==> config.mk <==
export PLATFORM = sky130hd
export DESIGN_NAME = calClockTop
export DESIGN_NICKNAME = d
export VERILOG_FILES = /design/src/rtl/calClockPkg.sv /design/src/rtl/calClockCtrl.sv /design/src/rtl/calClockDatapath.sv /design/src/rtl/calClockTop.sv
export SDC_FILE = /design/constraint.sdc
export NUM_CORES = 1
export LEC_CHECK = 0
export CAP_MARGIN = 20
export CORE_UTILIZATION = 38
export DETAILED_ROUTE_END_ITERATION = 10
export PLACE_DENSITY = 0.62
export SLEW_MARGIN = 20
export SYNTH_ARGS = -nofsm -noshare
export SYNTH_HDL_FRONTEND = slang
export SYNTH_SLANG_ARGS = --single-unit
==> constraint.sdc <==
create_clock -name clk -period 4.8 [get_ports clk]
set_clock_uncertainty 0.15 [all_clocks]
set_input_delay 0.48 -clock clk [delete_from_list [all_inputs] [get_ports clk]]
set_output_delay 0.48 -clock clk [all_outputs]
set_load 0.05 [all_outputs]
==> src/rtl/calClockPkg.sv <==
package calClockPkg;
  localparam int NCNT = 8;
  localparam int DW   = 8;
  localparam int AW   = 5;
  localparam logic [AW-1:0] CMD_ADDR = 5'h11;

  typedef enum logic [2:0] {
    IDX_HUND  = 3'd0,
    IDX_HOUR  = 3'd1,
    IDX_MIN   = 3'd2,
    IDX_SEC   = 3'd3,
    IDX_MONTH = 3'd4,
    IDX_DATE  = 3'd5,
    IDX_YEAR  = 3'd6,
    IDX_DOW   = 3'd7
  } cntIdx_e;

  typedef struct packed {
    logic          tick;
    logic          wrEn;
    logic [2:0]    wrIdx;
    logic [DW-1:0] wrData;
    logic          snap;
    logic          mode12;
  } strobes_t;

  function automatic logic [DW-1:0] monthLen(input logic [DW-1:0] month,
                                             input logic [DW-1:0] year);
    logic [DW-1:0] len;
    if (month == 8'd2)
      len = (year[1:0] == 2'b00) ? 8'd29 : 8'd28;
    else if (month == 8'd4 || month == 8'd6 || month == 8'd9 || month == 8'd11)
      len = 8'd30;
    else
      len = 8'd31;
    return len;
  endfunction

  function automatic logic [DW-1:0] resetVal(input int idx);
    return (idx == int'(IDX_MONTH) || idx == int'(IDX_DATE)) ? 8'd1 : 8'd0;
  endfunction
endpackage

==> src/rtl/calClockCtrl.sv <==
module calClockCtrl
  import calClockPkg::*;
#(
  parameter int BASE_DIV = 4
) (
  input  logic                     clk,
  input  logic                     rstN,
  input  logic                     oscEn,
  input  logic                     pwrFail,
  input  logic [AW-1:0]            busAddr,
  input  logic                     busWrEn,
  input  logic                     busRdEn,
  input  logic [DW-1:0]            busWrData,
  input  logic [DW-1:0]            liveHund,
  input  logic [NCNT-1:0][DW-1:0]  snapVals,
  output strobes_t                 st,
  output logic [DW-1:0]            busRdData
);
  localparam int MAXDIV = BASE_DIV * 8;
  localparam int PW     = $clog2(MAXDIV) + 1;

  logic [2:0]    cmdQ;
  logic [PW-1:0] preCnt;
  logic [PW-1:0] divisor;
  logic          access, cntSel, wrCnt, hundWr, tick;

  assign divisor = PW'(BASE_DIV) << cmdQ[1:0];
  assign access  = !pwrFail;
  assign cntSel  = busAddr < AW'(NCNT);
  assign wrCnt   = busWrEn && access && cntSel;
  assign hundWr  = wrCnt && (busAddr == AW'(0));
  assign tick    = oscEn && (preCnt >= divisor - PW'(1)) && !hundWr;

  always_comb begin
    st.tick   = tick;
    st.wrEn   = wrCnt;
    st.wrIdx  = busAddr[2:0];
    st.wrData = busWrData;
    st.snap   = busRdEn && access && (busAddr == AW'(0));
    st.mode12 = cmdQ[2];
  end

  always_ff @(posedge clk) begin
    if (!rstN) begin
      preCnt <= '0;
    end else if (hundWr) begin
      preCnt <= '0;
    end else if (oscEn) begin
      preCnt <= tick ? '0 : preCnt + PW'(1);
    end
  end

  always_ff @(posedge clk) begin
    if (!rstN) begin
      cmdQ <= '0;
    end else if (busWrEn && access && busAddr == CMD_ADDR) begin
      cmdQ <= busWrData[2:0];
    end
  end

  always_ff @(posedge clk) begin
    if (!rstN) begin
      busRdData <= '0;
    end else if (busRdEn && access) begin
      if (cntSel)
        busRdData <= (busAddr == AW'(0)) ? liveHund : snapVals[busAddr[2:0]];
      else if (busAddr == CMD_ADDR)
        busRdData <= {5'b0, cmdQ};
      else
        busRdData <= '0;
    end
  end


  pf_rd_hold_chk: assert property (@(posedge clk) disable iff (!rstN)
    pwrFail |=> $stable(busRdData));


  presc_bound_chk: assert property (@(posedge clk) disable iff (!rstN)
    preCnt < PW'(MAXDIV));


  hund_wr_clear_chk: assert property (@(posedge clk) disable iff (!rstN)
    (busWrEn && !pwrFail && busAddr == AW'(0)) |=> (preCnt == '0));
endmodule

==> src/rtl/calClockDatapath.sv <==
module calClockDatapath
  import calClockPkg::*;
(
  input  logic                     clk,
  input  logic                     rstN,
  input  strobes_t                 st,
  output logic [NCNT-1:0][DW-1:0]  liveVals,
  output logic [NCNT-1:0][DW-1:0]  snapVals
);
  logic [NCNT-1:0][DW-1:0] adv;
  logic                    c;
  logic [4:0]              hr;
  logic                    pm;

  always_comb begin
    adv = liveVals;
    c   = 1'b0;
    hr  = liveVals[IDX_HOUR][4:0];
    pm  = liveVals[IDX_HOUR][7];
    if (st.tick) begin
      c = 1'b1;
      if (liveVals[IDX_HUND] >= 8'd99) adv[IDX_HUND] = '0;
      else begin adv[IDX_HUND] = liveVals[IDX_HUND] + 8'd1; c = 1'b0; end
      if (c) begin
        if (liveVals[IDX_SEC] >= 8'd59) adv[IDX_SEC] = '0;
        else begin adv[IDX_SEC] = liveVals[IDX_SEC] + 8'd1; c = 1'b0; end
      end
      if (c) begin
        if (liveVals[IDX_MIN] >= 8'd59) adv[IDX_MIN] = '0;
        else begin adv[IDX_MIN] = liveVals[IDX_MIN] + 8'd1; c = 1'b0; end
      end
      if (c) begin
        if (st.mode12) begin
          if (hr == 5'd11) begin
            adv[IDX_HOUR] = {~pm, 2'b00, 5'd12};
            c = pm;
          end else if (hr >= 5'd12) begin
            adv[IDX_HOUR] = {pm, 2'b00, 5'd1};
            c = 1'b0;
          end else begin
            adv[IDX_HOUR] = {pm, 2'b00, hr + 5'd1};
            c = 1'b0;
          end
        end else begin
          if (liveVals[IDX_HOUR] >= 8'd23) adv[IDX_HOUR] = '0;
          else begin adv[IDX_HOUR] = liveVals[IDX_HOUR] + 8'd1; c = 1'b0; end
        end
      end
      if (c) begin
        adv[IDX_DOW] = (liveVals[IDX_DOW] >= 8'd6) ? 8'd0 : liveVals[IDX_DOW] + 8'd1;
        if (liveVals[IDX_DATE] >= monthLen(liveVals[IDX_MONTH], liveVals[IDX_YEAR]))
          adv[IDX_DATE] = 8'd1;
        else begin adv[IDX_DATE] = liveVals[IDX_DATE] + 8'd1; c = 1'b0; end
      end
      if (c) begin
        if (liveVals[IDX_MONTH] >= 8'd12) adv[IDX_MONTH] = 8'd1;
        else begin adv[IDX_MONTH] = liveVals[IDX_MONTH] + 8'd1; c = 1'b0; end
      end
      if (c) begin
        adv[IDX_YEAR] = (liveVals[IDX_YEAR] >= 8'd99) ? 8'd0 : liveVals[IDX_YEAR] + 8'd1;
      end
    end
  end

  always_ff @(posedge clk) begin
    for (int i = 0; i < NCNT; i++) begin
      if (!rstN)
        liveVals[i] <= resetVal(i);
      else if (st.wrEn && st.wrIdx == 3'(i))
        liveVals[i] <= st.wrData;
      else
        liveVals[i] <= adv[i];
    end
  end

  always_ff @(posedge clk) begin
    if (!rstN)
      snapVals <= '0;
    else if (st.snap)
      snapVals <= liveVals;
  end


  snap_capture_chk: assert property (@(posedge clk) disable iff (!rstN)
    st.snap |=> (snapVals == $past(liveVals)));


  snap_hold_chk: assert property (@(posedge clk) disable iff (!rstN)
    !st.snap |=> $stable(snapVals));


  hund_step_chk: assert property (@(posedge clk) disable iff (!rstN)
    (st.tick && !st.wrEn) |=> (liveVals[IDX_HUND] != $past(liveVals[IDX_HUND])));
endmodule

==> src/rtl/calClockTop.sv <==
module calClockTop
  import calClockPkg::*;
#(
  parameter int BASE_DIV = 4
) (
  input  logic          clk,
  input  logic          rstN,
  input  logic          oscEn,
  input  logic          pwrFail,
  input  logic [4:0]    busAddr,
  input  logic          busWrEn,
  input  logic          busRdEn,
  input  logic [7:0]    busWrData,
  output logic [7:0]    busRdData
);
  strobes_t                st;
  logic [NCNT-1:0][DW-1:0] liveVals;
  logic [NCNT-1:0][DW-1:0] snapVals;

  calClockCtrl #(.BASE_DIV(BASE_DIV)) ctrl (
    .clk(clk), .rstN(rstN), .oscEn(oscEn), .pwrFail(pwrFail),
    .busAddr(busAddr), .busWrEn(busWrEn), .busRdEn(busRdEn),
    .busWrData(busWrData), .liveHund(liveVals[IDX_HUND]),
    .snapVals(snapVals), .st(st), .busRdData(busRdData)
  );

  calClockDatapath dp (
    .clk(clk), .rstN(rstN), .st(st),
    .liveVals(liveVals), .snapVals(snapVals)
  );
endmodule

Yosys cells after proc, flatten, opt, wreduce, memory -nomap -nowiden --
Index checks and enable logic that the tools add are counted.
Operators by class: bitwise gates (word level) 2, add/sub/neg operators 11, reductions and logical operators 48, multipliers 0, shift-type cells 1, order comparisons 12, divide/modulo/power cells 0, multiplexer cells 57, equal/unequal tests 15
Operator list (number):
- 8-bit 2-to-1 mux | 31
- 8-bit by 1-bit adder with 8-bit output, second input constant | 8
- 64-bit 2-to-1 mux | 1
- 2-bit nonzero test | 15
- 8-bit binary-select mux with 3-bit select | 1
- 1-bit 2-to-1 mux | 21
- 8-bit by 3-bit equality test with 1-bit output, second input constant | 2
- 8-bit by 4-bit equality test with 1-bit output, second input constant | 2
- 8-bit by 6-bit >= comparator with 1-bit output, second input constant | 2
- 8-bit by 7-bit >= comparator with 1-bit output, second input constant | 2
- 1-bit logical AND | 16
- 2-bit AND reduction | 7
- 3-bit equality test, second input constant | 4
- 8-bit by 2-bit equality test with 1-bit output, second input constant | 1
- 8-bit by 3-bit >= comparator with 1-bit output, second input constant | 1
- 8-bit by 4-bit >= comparator with 1-bit output, second input constant | 1
- 8-bit by 5-bit >= comparator with 1-bit output, second input constant | 1
- 8-bit >= comparator | 1
- 6-bit by 1-bit adder with 6-bit output, second input constant | 1
- 3-bit by 2-bit equality test with 1-bit output, second input constant | 2
- 6-bit >= comparator | 1
- 6-bit 2-to-1 mux | 1
- 3-bit by 2-bit << shifter with 6-bit output, first input constant | 1
- 6-bit by 1-bit subtractor with 6-bit output, second input constant | 1
- 18 further kinds | 22
Word-level totals: logic and storage cells 166, memories kept 0, memory bits (writable) 0, ROM bits 0, bits in latches 0, output and inout bits 8, flip-flop bits (word level) 145, input port bits 19

Depth between registers and ports, before layout --
depth after elaboration 24, gate-level depth with buffers 14

Cells and area by module --
Synthesis repeated with hierarchy kept, for this count alone.
Second synthesis, totals: cell total of the unflattened synthesis 875, area, all modules 7642.3 um^2
Modules (own cells, without submodules):
- calClockDatapath | sequential area each 2562.5 um^2, cells each 716, times used 1, area each 6097.1 um^2
- calClockCtrl | sequential area each 340.3 um^2, cells each 159, times used 1, area each 1545.2 um^2

Worst setup path after synthesis --
OpenSTA, ideal clock, no wires.
path type register to register, start point reg dp.liveVals[48] (netlist name), end point reg dp.liveVals[50] (netlist name), cell stages (with the launch flop) 15, required time 4.516 ns, clock period less this slack 2.944 ns, arrival time 2.660 ns, library setup time 0.134 ns, buffers on the path 1, slack 1.856 ns, path through dfxtp_1 > inv_1 > ha_1 > nand2b_1 > o21ai_0 > nor2_1 > a211o_1 > ha_1 > nor2b_1 > o21ai_0 > nand3_1 > or3_1 > buf_4 > o31ai_1 > a311oi_1
On the way: cells in the longest elaborated chain, start to end 13, elaborated cells between the ends (all ways) 19, classes of those cells 1 x add/sub; 2 x order compare; 13 x mux; 3 x reduce/logical
RTL lines:
- start: declaration | RTL line calClockDatapath.sv:7 | output logic [NCNT-1:0][DW-1:0] liveVals,
- start signal: indexed assignment | RTL line calClockDatapath.sv:68 | liveVals[i] <= resetVal(i);
- start signal: indexed assignment | RTL line calClockDatapath.sv:70 | liveVals[i] <= st.wrData;
- start signal: indexed assignment | RTL line calClockDatapath.sv:72 | liveVals[i] <= adv[i];
- 2-bit logical NOT | RTL line calClockPkg.sv:31 | len = (year[1:0] == 2'b00) ? 8'd29 : 8'd28;
- 1-bit 2-to-1 mux | RTL line calClockPkg.sv:31
- 8-bit 2-to-1 mux | RTL line calClockPkg.sv:30 | if (month == 8'd2)
- 8-bit 2-to-1 mux | RTL line calClockDatapath.sv:49 | if (c) begin
- 8-bit 2-to-1 mux | RTL line calClockDatapath.sv:20 | if (st.tick) begin
- 8-bit >= comparator | RTL line calClockDatapath.sv:51 | if (liveVals[IDX_DATE] >= monthLen(liveVals[IDX_MONTH], liveVals[IDX_YEAR]))
- 1-bit 2-to-1 mux | RTL line calClockDatapath.sv:51
- 1-bit 2-to-1 mux | RTL line calClockDatapath.sv:49
- 1-bit 2-to-1 mux | RTL line calClockDatapath.sv:20
- 1-bit 2-to-1 mux | RTL line calClockDatapath.sv:55 | if (c) begin
- 1-bit 2-to-1 mux | RTL line calClockDatapath.sv:20
- 2-bit nonzero test (no line)
- 2-bit AND reduction (no line)
Parallel ways exist; a longest one is shown, timed or not. The select of a mux whose other input is x is not followed. A chain may end at the register's enable or synchronous reset.

Final worst setup path --
start point reg dp.liveVals[48] (netlist name), end point reg dp.liveVals[35] (netlist name)
On the way: cells in the longest elaborated chain, start to end 11
RTL lines (RTL line):
- 2-bit logical NOT | calClockPkg.sv:31
- 1-bit 2-to-1 mux | calClockPkg.sv:31
- 8-bit 2-to-1 mux | calClockPkg.sv:30
- 8-bit 2-to-1 mux | calClockDatapath.sv:49
- 8-bit 2-to-1 mux | calClockDatapath.sv:20
- 8-bit >= comparator | calClockDatapath.sv:51
- 1-bit 2-to-1 mux | calClockDatapath.sv:51
- 1-bit 2-to-1 mux | calClockDatapath.sv:49
- 1-bit 2-to-1 mux | calClockDatapath.sv:20
- 2-bit nonzero test (no line)
- 2-bit AND reduction (no line)
No other way between the ends. The select of a mux whose other input is x is not followed.

==> results.txt <==
----------------------------------------------------
[Logic synthesis]
  Portion of netlist area occupied by mux cells ... 5.64%
  Fraction of the mapped netlist area in compound gates ... 20.2%
  Main combinational cell family by area after synthesis ... simple AND/OR/NAND/NOR gates
  Post-synthesis async set-or-reset flop share ... 0%
  Syn Nets ... 925
  Synth Area in XOR/XNOR ... under 10%
  Post-synth EDFFs ... 0
  Share of Yosys cell area claimed by the top area cell type ... between 30 and 40%
  Dominant cell type by area after synthesis ... dfxtp_1
  Cell area after synthesis ... between 6000 and 7000 µm²
  Post-synthesis cell count ... 886
  Largest cells by area after synthesis ... dfxtp_1 (39%), nand2_1 (9.9%), a21oi_1 (7.6%)
  Basic-gate share of the synthesized area counting and, or, nand and nor cells ... about a quarter
  Count of distinct cell types in the synthesized netlist ... 68
  Most instantiated flip-flop cell in the synthesis netlist ... dfxtp_1
  Adder and majority cell fraction of the synthesized area ... 3.59%
  Portion of the post-synthesis area used by sequential elements ... 39.3%
  Number of register bits inferred by synthesis ... ~140
  Count of warnings emitted by yosys ... 0
  Synthesized area divided by synthesized cell count ... 7.87 µm²

[Min path]
  Worst Hold Path Cells ... 2
  Min-delay src ... dp.snapVals[38]
  Worst hold path endpoint ... dp.snapVals[38]
  Hold crit path type ... flip-flop to flip-flop

[Setup path]
  Critical Path Source Type ... flip-flop
  Worst-case reg-to-reg path depth ... 13
  Worst R2R Start ... dp.liveVals[48]
  CP arrival ... 3.55 ns
  Worst reg2reg endpoint ... dp.liveVals[35]
  CP Capture Type ... flip-flop
  Data required time at the worst endpoint ... 4.97 ns
  Worst-case register-to-register setup slack ... 1.42 ns
  Kind of critical path ... flip-flop to flip-flop
  Worst-path maximum fanout ... 13

[Pwr]
  Leakage ... 2.64 nW
  Sw Ratio ... 25.2%
  Combinational share of power ... approximately 5.2%
  Share of power burned in registers ... 43.7%
  Max rail drop VDD ... 0.000249 V
  Net switching power ... 0.666 mW
  Internal power consumption ... 1.98 mW
  Power Density ... 334 nW/µm²
  Clk network pwr share ... 51.1%

[Floorplanning]
  Area of the core region ... between 15000 and 20000 µm²
  Initial Utilization ... 38.8%
  I/O pin total ... 27
  Vertical die dimension ... 137 µm
  Die ar. ... roughly 19000 µm²
  Number of rows in the core area ... just under 50
  Die boundary width ... roughly 140 µm

[Finish]
  Number of non-filler instances in the completed layout ... 1118
  Synth-to-Final Area Change ... 13.6%
  Final instance area ... 7920 µm²
  Layout cells sized above 1 ... 8.44%
  Final nets ... roughly 920
  # diodes ... 0

[Place]
  Instance area at placement ... 7310 µm²
  Global placer's final weighted congestion ... 0.857
  Inst Count DP ... 1086
  Post-placement setup slack ... ~1.3 ns
  Number of buffers added on ports ... 26
  HPWL after detailed placement ... 13.9 mm

[STA]
  Final count of pins violating max slew ... 0
  Worst Max-Slew Pin Slew ... 0.905 ns
  Post-route fraction of the period consumed by the critical path ... 70.3%
  Unrepaired setup endpoints after global routing ... false
  Worst hold-check slack ... around 0.3 ns
  Final-report setup violation count ... 0
  Hold Violations, Final ... 0
  Worst slew margin relative to its limit ... 39.2%
  Min setup slack post-route ... 1.42 ns
  Total Negative Setup Slacks ... 0 ns
  Final min period ... ~3.4 ns
  Max Clock Freq ... between 0.2 and 0.3 GHz

[Clock network]
  Post-CTS Hold Buffers ... 0
  Root buffer cell ... clkbuf_16
  Number of gates given a new drive strength after cts ... 0
  Clk sinks ... 137
  Worst-skew pair later-pin latency ... 0.44 ns
  Count of H-tree levels built during CTS ... 4
  Clock-pin slew reported for the worst setup and hold paths after clock tree synthesis ... 0.07 ns
  Number of CTS-inserted buffers ... 17
  CTS tree ... built
  Post-CTS setup buffer count ... 0
  Maximum count of clock buffers along a single path ... 2

[Route]
  DR WL/cell ... 18.4 µm
  Total vias in the final route ... 6437
  DRC ... 0
  Vias/cell ... 5.76
  Post-DRT Antenna Nets ... 0
  Number of DRC violations after detailed-routing iteration 0 ... 706
  Total wire length after detailed routing ... 20.6 mm
  Number of search-and-repair iterations in the first detailed-routing pass ... 5

[Global routing]
  Vias in the first global route ... 5819
  Maximum number of pins on one net before global-route repair ... 62
  Number of antenna violations at the first check in global routing ... 0
  Global-route wire length before repair ... ~33 mm
  Total GRT Usage ... 23.1%
  Gr ovfl total ... 0

[Status]
  Result of the run ... completed

[Run]
  # Max-Cap Violations ... 0

----------------------------------------------------
==> registers in the layout, indices dropped and copies added (netlist names) <==
name / cells
ctrl.busRdData: 8
dp.snapVals: 56
ctrl.preCnt: 6
ctrl.cmdQ: 3
dp.liveVals: 64
==> how the worst max path moves through the flow <==
stage	startpoint	end	slack, ns	cells past startpoint
after global placement	busAddr[1]	dp.liveVals[35]	1.35	8
after global routing	dp.liveVals[48]	dp.liveVals[52]	1.17	13
after floorplan	dp.liveVals[48]	dp.liveVals[50]	1.86	14
after detailed placement	busAddr[1]	dp.liveVals[35]	1.30	8
after CTS	dp.liveVals[48]	dp.liveVals[35]	1.44	13
final	dp.liveVals[48]	dp.liveVals[35]	1.42	13
==> metal layers <==
layer | vias to the layer above | global-route usage, % | routed length (µm) | share of wire, %
met2 | 175 | 35.8 | 9540 | 46
met4 | 0 | 9.58 | 554 | 2.7
met1 | 3104 | 31.1 | 9400 | 46
met3 | 33 | 4.67 | 1090 | 5.3
met5 | - | 0 | 0 | 0
li1 | 3125 | - | - | -
==> metrics by stage <==
stage | util (%) | total power, mW
finish | 44.1 | 2.64
global placement | 40.7 | 1.32
detailed placement | 40.7 | 1.32
floorplan | - | 1.26
CTS | 44.0 | 2.66
global route | 44.1 | 2.72
==> power by group through the flow <==
stage	combinational [mW]	clock, mW	sequential, mW
6_report	0.137	1.35	1.16
5_1_grt	0.149	1.42	1.16
4_1_cts	0.137	1.37	1.15
3_5_place_dp	0.137	0	1.18
3_3_place_gp	0.136	0	1.18
2_1_floorplan	0.0792	0	1.18
==> synth_stat cells, drive strengths merged (3+ instances only) <==
master and number:
dfxtp 137, or4 7, o2111ai 3, nor2 62, buf 16, mux2i 10, a21o 3, nand2 183
o211ai 8, mux4 11, clkbuf 48, and2 5, and3 8, nor3 13, nor4 4, o22ai 3
nand4 10, nand3 47, nor2b 5, a211oi 6, nand4b 3, xor2 6, o221a 3, a21oi 107
nor4b 4, inv 15, a31oi 22, ha 20, a22oi 7, or3 9, xnor2 7, mux2 4
o21ai 61, nand2b 4
==> logic make-up (layout without fill, tap and decap cells) <==
kind of cell               Yosys count  in the layout
xor gates and xnor gates            13             13
and+or+nand+nor                    373            373
muxes                               25             25
buffers and inverters               79             82
adders and majority gates           20             20
AOI/OAI and AO/OA                  239            239
DFF                                137            137
==> layout make-up <==
| type | count | area (µm²) |
|---|---|---|
| Fill cell | 1826 | 10000 |
| Multi-Input combinational cell | 670 | 3900 |
| Sequential cell | 137 | 2740 |
| Clock buffer | 17 | 425 |
| Timing Repair Buffer | 35 | 328 |
| Tap cell | 229 | 287 |
| Clock inverter | 15 | 178 |
| Inverter | 15 | 57.6 |
==> critical path: stages (launching register included) <==
cell      delay (ns)
dfxtp_1         0.41
inv_1           0.10
ha_1            0.21
nand2b_1        0.13
o21ai_0         0.14
nor2_1          0.06
a211o_1         0.28
ha_1            0.28
nor2b_1         0.04
o21ai_0         0.19
nand3_1         0.19
or3_1           0.59
o21a_1          0.26
o221a_2         0.23
==> layout by cell type (no fill, tap or decap), types with 4 or more instances in the layout <==
cell	n
a22oi_1	6
clkdlybuf4s50_1	26
or3_1	9
nand3_1	46
o21ai_0	60
inv_6	6
ha_1	20
inv_1	14
nand4_1	9
nand2_1	182
nor2_1	62
dfxtp_1	137
a211oi_1	6
and2_1	4
or4_1	6
and3_1	7
buf_4	9
nand2b_1	4
xor2_1	6
o211ai_1	8
xnor2_1	7
nor2b_1	5
mux4_2	11
clkbuf_16	17
mux2i_1	10
a31oi_1	22
mux2_2	4
a21oi_1	106
nor3_1	13
Power figures use the tool's default switching activity.
